**src/rtl/rtc_pkg.sv**
```systemverilog
package rtc_pkg;
   localparam int RATIO_W = 3;

   typedef struct packed {
      logic               src_ext;
      logic               edge_fall;
      logic               pre_wdt;
      logic [RATIO_W-1:0] ratio;
   } rtc_mode_t;

   localparam rtc_mode_t MODE_DEFAULT = '{src_ext: 1'b1, edge_fall: 1'b1,
                                          pre_wdt: 1'b1, ratio: '1};
endpackage

```
**src/rtl/rtc_pin_sync.sv**
```systemverilog
module rtc_pin_sync #(
   parameter int STAGES = 2
) (
   input  logic clk,
   input  logic rst_n,
   input  logic pin,
   input  logic fall_sel,
   output logic evt
);
   logic [STAGES-1:0] sync_q;
   logic              last_q;

   if (STAGES < 2) begin : g_bad_stages
      $error("rtc_pin_sync: STAGES must be at least 2");
   end

   for (genvar i = 0; i < STAGES; i++) begin : g_stage
      logic d;
      if (i == 0) begin : g_first
         assign d = pin;
      end else begin : g_next
         assign d = sync_q[i-1];
      end
      always_ff @(posedge clk or negedge rst_n) begin
         if (!rst_n) sync_q[i] <= 1'b0;
         else        sync_q[i] <= d;
      end
   end

   always_ff @(posedge clk or negedge rst_n) begin
      if (!rst_n) last_q <= 1'b0;
      else        last_q <= sync_q[STAGES-1];
   end

   assign evt = fall_sel ? (last_q & ~sync_q[STAGES-1])
                         : (sync_q[STAGES-1] & ~last_q);

   AST_EDGE_ISOLATED: assert property (@(posedge clk) disable iff (!rst_n)
      evt |=> !evt);
endmodule

```
**src/rtl/rtc_prescaler.sv**
```systemverilog
module rtc_prescaler
   import rtc_pkg::*;
(
   input  logic               clk,
   input  logic               rst_n,
   input  logic               clr,
   input  logic               ev_in,
   input  logic [RATIO_W-1:0] ratio,
   input  logic               to_wdt,
   output logic               tick
);
   localparam int PS_W = 2 ** RATIO_W;

   logic [PS_W-1:0]  pcnt_q;
   logic [PS_W-1:0]  mask;
   logic [RATIO_W:0] lg;

   // the watchdog table sits one power of two below the counter table
   assign lg = to_wdt ? {1'b0, ratio} : ({1'b0, ratio} + (RATIO_W+1)'(1));

   always_comb begin
      for (int i = 0; i < PS_W; i++) mask[i] = (i < int'(lg));
   end

   assign tick = ev_in && ((pcnt_q & mask) == mask);

   always_ff @(posedge clk or negedge rst_n) begin
      if (!rst_n)     pcnt_q <= '0;
      else if (clr)   pcnt_q <= '0;
      else if (ev_in) pcnt_q <= pcnt_q + PS_W'(1);
   end

   AST_PRE_CLEARED: assert property (@(posedge clk) disable iff (!rst_n)
      clr |=> (pcnt_q == '0));
   AST_PRE_HOLD: assert property (@(posedge clk) disable iff (!rst_n)
      (!clr && !ev_in) |=> $stable(pcnt_q));
endmodule

```
**src/rtl/rtc_counter.sv**
```systemverilog
module rtc_counter #(
   parameter int CNT_W = 8
) (
   input  logic             clk,
   input  logic             por_n,
   input  logic             wr,
   input  logic [CNT_W-1:0] wdata,
   input  logic             inc,
   output logic [CNT_W-1:0] cnt,
   output logic             ovf
);
   always_ff @(posedge clk or negedge por_n) begin
      if (!por_n) begin
         cnt <= '0;
         ovf <= 1'b0;
      end else begin
         ovf <= 1'b0;
         if (wr) begin
            cnt <= wdata;
         end else if (inc) begin
            cnt <= cnt + CNT_W'(1);
            ovf <= &cnt;
         end
      end
   end

   AST_OVF_AT_ZERO: assert property (@(posedge clk) disable iff (!por_n)
      ovf |-> (cnt == '0));
   AST_OVF_SINGLE: assert property (@(posedge clk) disable iff (!por_n)
      ovf |=> !ovf);
   AST_WRITE_LOADS: assert property (@(posedge clk) disable iff (!por_n)
      wr |=> (cnt == $past(wdata)));
   AST_IDLE_HOLD: assert property (@(posedge clk) disable iff (!por_n)
      (!wr && !inc) |=> $stable(cnt));
endmodule

```
**src/rtl/rtc_timer.sv**
```systemverilog
module rtc_timer
   import rtc_pkg::*;
#(
   parameter int CNT_W       = 8,
   parameter int SYNC_STAGES = 2
) (
   input  logic             clk,
   input  logic             por_n,
   input  logic             rst_n,
   input  logic             cyc_en,
   input  logic             ext_pin,
   input  logic             wdt_raw,
   input  logic             cnt_wr,
   input  logic             mode_wr,
   input  logic [CNT_W-1:0] wdata,
   output logic [CNT_W-1:0] count,
   output logic             ovf,
   output logic             wdt_tick
);
   localparam int MODE_W = $bits(rtc_mode_t);

   if (CNT_W < MODE_W) begin : g_bad_width
      $error("rtc_timer: CNT_W must hold the mode byte fields");
   end

   logic      any_rst_n;
   rtc_mode_t mode_q;
   logic      pin_evt, src_evt, pre_in, pre_tick, cnt_inc;

   assign any_rst_n = por_n & rst_n;

   always_ff @(posedge clk or negedge any_rst_n) begin
      if (!any_rst_n)   mode_q <= MODE_DEFAULT;
      else if (mode_wr) mode_q <= rtc_mode_t'(wdata[MODE_W-1:0]);
   end

   rtc_pin_sync #(.STAGES(SYNC_STAGES)) u_sync (
      .clk      (clk),
      .rst_n    (any_rst_n),
      .pin      (ext_pin),
      .fall_sel (mode_q.edge_fall),
      .evt      (pin_evt)
   );

   assign src_evt = mode_q.src_ext ? pin_evt : cyc_en;
   assign pre_in  = mode_q.pre_wdt ? wdt_raw : src_evt;

   rtc_prescaler u_pre (
      .clk    (clk),
      .rst_n  (any_rst_n),
      .clr    (cnt_wr),
      .ev_in  (pre_in),
      .ratio  (mode_q.ratio),
      .to_wdt (mode_q.pre_wdt),
      .tick   (pre_tick)
   );

   assign cnt_inc  = mode_q.pre_wdt ? src_evt : pre_tick;
   assign wdt_tick = mode_q.pre_wdt & pre_tick;

   rtc_counter #(.CNT_W(CNT_W)) u_cnt (
      .clk   (clk),
      .por_n (por_n),
      .wr    (cnt_wr),
      .wdata (wdata),
      .inc   (cnt_inc),
      .cnt   (count),
      .ovf   (ovf)
   );

   AST_WDT_TICK_NEEDS_RAW: assert property (@(posedge clk) disable iff (!any_rst_n)
      wdt_tick |-> wdt_raw);
endmodule

```
**config.mk**
```make
export PLATFORM = sky130hd
export DESIGN_NAME = rtc_timer
export DESIGN_NICKNAME = d
export VERILOG_FILES = /design/src/rtl/rtc_pkg.sv /design/src/rtl/rtc_pin_sync.sv /design/src/rtl/rtc_prescaler.sv /design/src/rtl/rtc_counter.sv /design/src/rtl/rtc_timer.sv
export SDC_FILE = /design/constraint.sdc
export NUM_CORES = 1
export LEC_CHECK = 0
export ABC_AREA = 0
export CAP_MARGIN = 10
export CORE_MARGIN = 2
export CORE_UTILIZATION = 46
export DETAILED_ROUTE_END_ITERATION = 7
export PLACE_DENSITY = 0.77
export SLEW_MARGIN = 15
export SYNTH_ARGS = -nofsm -noshare
export SYNTH_HDL_FRONTEND = slang
export SYNTH_HIERARCHICAL = 1
export SYNTH_SLANG_ARGS = --single-unit
```
**constraint.sdc**
```tcl
create_clock -name clk -period 2.8 [get_ports clk]
set_clock_uncertainty 0.1 [all_clocks]
set_input_delay 0.56 -clock clk [delete_from_list [all_inputs] [get_ports clk]]
set_output_delay 0.56 -clock clk [all_outputs]
set_load 0.02 [all_outputs]
```
==> flow_summary.toml <==
[status]
status = "finished, violations left"
violations = "negative setup slack"

[routing]
wire_per_inst_um = 14.6
first_iter_violations = 53
drt_pass1_iterations = 4
viasPerCell = 5.51
postRouteAntennaNets = 0
drc = 0
routed_wl_mm = 2.99
vias = 1124

[yosys]
synth-simple-area-share_pct = 22.9
syn_area_um2 = 1410
muxShareOfSynthArea_pct = 9.57
synthCells = 136
synth.distinct_cells = 36
synth-adder-area-share_pct = 2.66
synth-xor-area-share_pct = 6.82
ys_warn_count = 6
synth-seq-cells = 26
syn_avg_cell_area_um2 = 10.4
synth_top_family_by_area = "simple AND/OR/NAND/NOR gates"
synth_compound_area_share_pct = 8.41
ys.flop_type = "dfrtp_1"
synth_edf_count = 0
async_flop_share_pct = 100
synth_nets = 155
ys_seq_area_share_pct = 46.6

[sta]
finalSetupViolCount = 1
max_freq_mhz = 329
whs_ps = 277
rsz0062_at_grt = "true"
min_period_ps = 3040
relSlewSlack_pct = 66.6
worst_pin_slew_ps = 494
finalCritPeriodShare_pct = 109
setup_ws_ps = -244
drv_slew = 0
final-hold-violation-count = 0
tns_ps = -244

[setup_path]
crit_path_max_fanout = 3
cp.arrival_ps = 2380
cpPeakStageDelay_ps = 580
slowest_stage = "dfstp_2"
cp-end-kind = "output pin"
critPathKind = "flip-flop to output pin"
crit_buf_inv = 1
required_ps = 2140
path_cells = "ha_4 -> o32a_1 -> a211o_1 -> a2111oi_4 -> and2_4 -> buf_6"
startpoint_type = "flip-flop"
crit_family = "compound AO/OA/AOI/OAI gates"

[global_route]
grtUsageTotal_pct = 19.2
grt_start_max_net_pins = 18
grt_overflow = 0
antenna_found_initial = 0
grt_pass1_wl_mm = 5.04
grt_pass1_vias = 1119

[floorplanning]
ios = 26
start_util_pct = 47.4
rows = 20
coreArea_um2 = 2980
die_h_um = 59.4
die_area_um2 = 3530
die_x_um = 59.4

[power]
netSwitchingPower_uw = 252
clkPwrFrac_pct = 21.7
switching_share_pct = 29.2
p_leak_uw = 0.000748
irDropWorstVdd_mv = 0.314
p_seq_share_pct = 51.9
internal_power_uw = 613
cellPowerDensity_nw_per_um2 = 472
p_comb_share_pct = 26.4

[cts]
cts_max_path_buffers = 2
path_clk_slew_ps = 130
ctsHoldBuffers = 0
clock_sink_count = 26
h-tree-depth = 1
clockRootBuffer = "clkbuf_4"
insertion_delay_ps = 320
cts_buffers = 3
cts_tree = "built"

[final_layout]
final_cell_mix = "clkdlybuf4s50_1, dfrtp_1, buf_4"
final_common_cell = "clkdlybuf4s50_1"
drive_gt1_share_pct = 24.0
synthToLayoutAreaGrowth_pct = 29.8
final_util_pct = 61.6
num_antenna_cells = 0
final_nets = 191
design_area_um2 = 1830

[run]
maxCapViolations = 0

[placement]
placed_area_um2 = 1770
io_buffer_count = 25
pre_cts_ws_ps = -368
dp_hpwl_mm = 2.31
gp_congestion = 0.758

[min_path]
hp-class = "flip-flop to flip-flop"
-- state kept, by name, indices dropped and copies added (netlist names) --
name              flops
u_cnt/ovf             1
u_sync/g_stage.d      1
u_pre/pcnt_q          8
u_cnt/cnt             8
mode_q                6
u_sync/last_q         1
u_sync/sync_q         1
-- what timing repair did --
action / CTS / global route
buffers inserted: 0 / 1
gates resized for setup: 7 / 2
setup endpoints to repair: 4 / 4
pin swaps: 1 / 3
-- kinds of logic after synthesis --
logic type | Yosys count
xor+xnor | 11
simple gates | 58
flops | 26
compound gates | 19
fa+ha+maj | 3
buf+inv | 7
mux | 12
-- worst paths after layout --
kind | cells past startpoint | startpoint | slack, ps | end
setup / recovery | 6 | mode_q[0] | -240 | wdt_tick
hold / removal | 0 | u_sync/g_stage[1].d | 280 | u_sync/sync_q[1]
setup reg to reg | 8 | mode_q[0] | 20 | u_cnt/cnt[7]
hold reg to reg | 0 | u_sync/g_stage[1].d | 280 | u_sync/sync_q[1]
max in group asynchronous | 4 | por_n | 1570 | mode_q[3]
min in group asynchronous | 2 | por_n | 410 | u_cnt/cnt[1]
-- Yosys cell counts (2+ instances only) --
| library cell | count | share of area (%) |
|---|---|---|
| a21oi_1 | 3 | 1.1 |
| and2_1 | 3 | 1.3 |
| buf_2 | 2 | 0.71 |
| buf_4 | 2 | 1.1 |
| clkbuf_1 | 2 | 0.53 |
| dfrtp_1 | 20 | 35 |
| dfstp_2 | 6 | 11 |
| ha_1 | 3 | 2.7 |
| mux2_2 | 8 | 6.4 |
| mux2i_1 | 3 | 2.1 |
| nand2_1 | 13 | 3.5 |
| nand2b_1 | 2 | 0.89 |
| nand3_1 | 7 | 2.5 |
| nand4_1 | 6 | 2.7 |
| nor2_1 | 10 | 2.7 |
| nor2b_1 | 5 | 2.2 |
| o21ai_0 | 11 | 3.9 |
| or4_1 | 3 | 1.6 |
| xnor2_1 | 4 | 2.5 |
| xor2_1 | 7 | 4.3 |
-- per-stage QoR --
| step | power, µW | cells |
|---|---|---|
| after floorplan | 583 | 136 |
| after global placement | 664 | 199 |
| after detailed placement | 675 | 199 |
| after CTS | 871 | 203 |
| after global routing | 917 | 204 |
| final | 865 | 204 |
-- area by class of cell --
cell class	count	area [µm²]
Multi-Input combinational cell	103	749
Clock buffer	4	36.3
Tap cell	33	41.3
Sequential cell	26	658
Timing Repair Buffer	38	349
Fill cell	255	1140
-- power by group through the flow --
| stage | clock network [µW] | registers, µW | logic [µW] |
|---|---|---|---|
| after floorplan | 0 | 467 | 117 |
| after global placement | 0 | 452 | 213 |
| after detailed placement | 0 | 455 | 220 |
| after CTS | 198 | 448 | 225 |
| after global routing | 213 | 455 | 249 |
| final | 188 | 449 | 229 |
-- layer usage --
metal	wire [µm]	vias to the layer above	track usage, %
met1	1340	542	24.8
met4	58	0	7.79
met3	105	7	3.06
li1	-	551	-
met2	1480	24	31.9
met5	0	-	0
(Power assumes the default switching activity.)
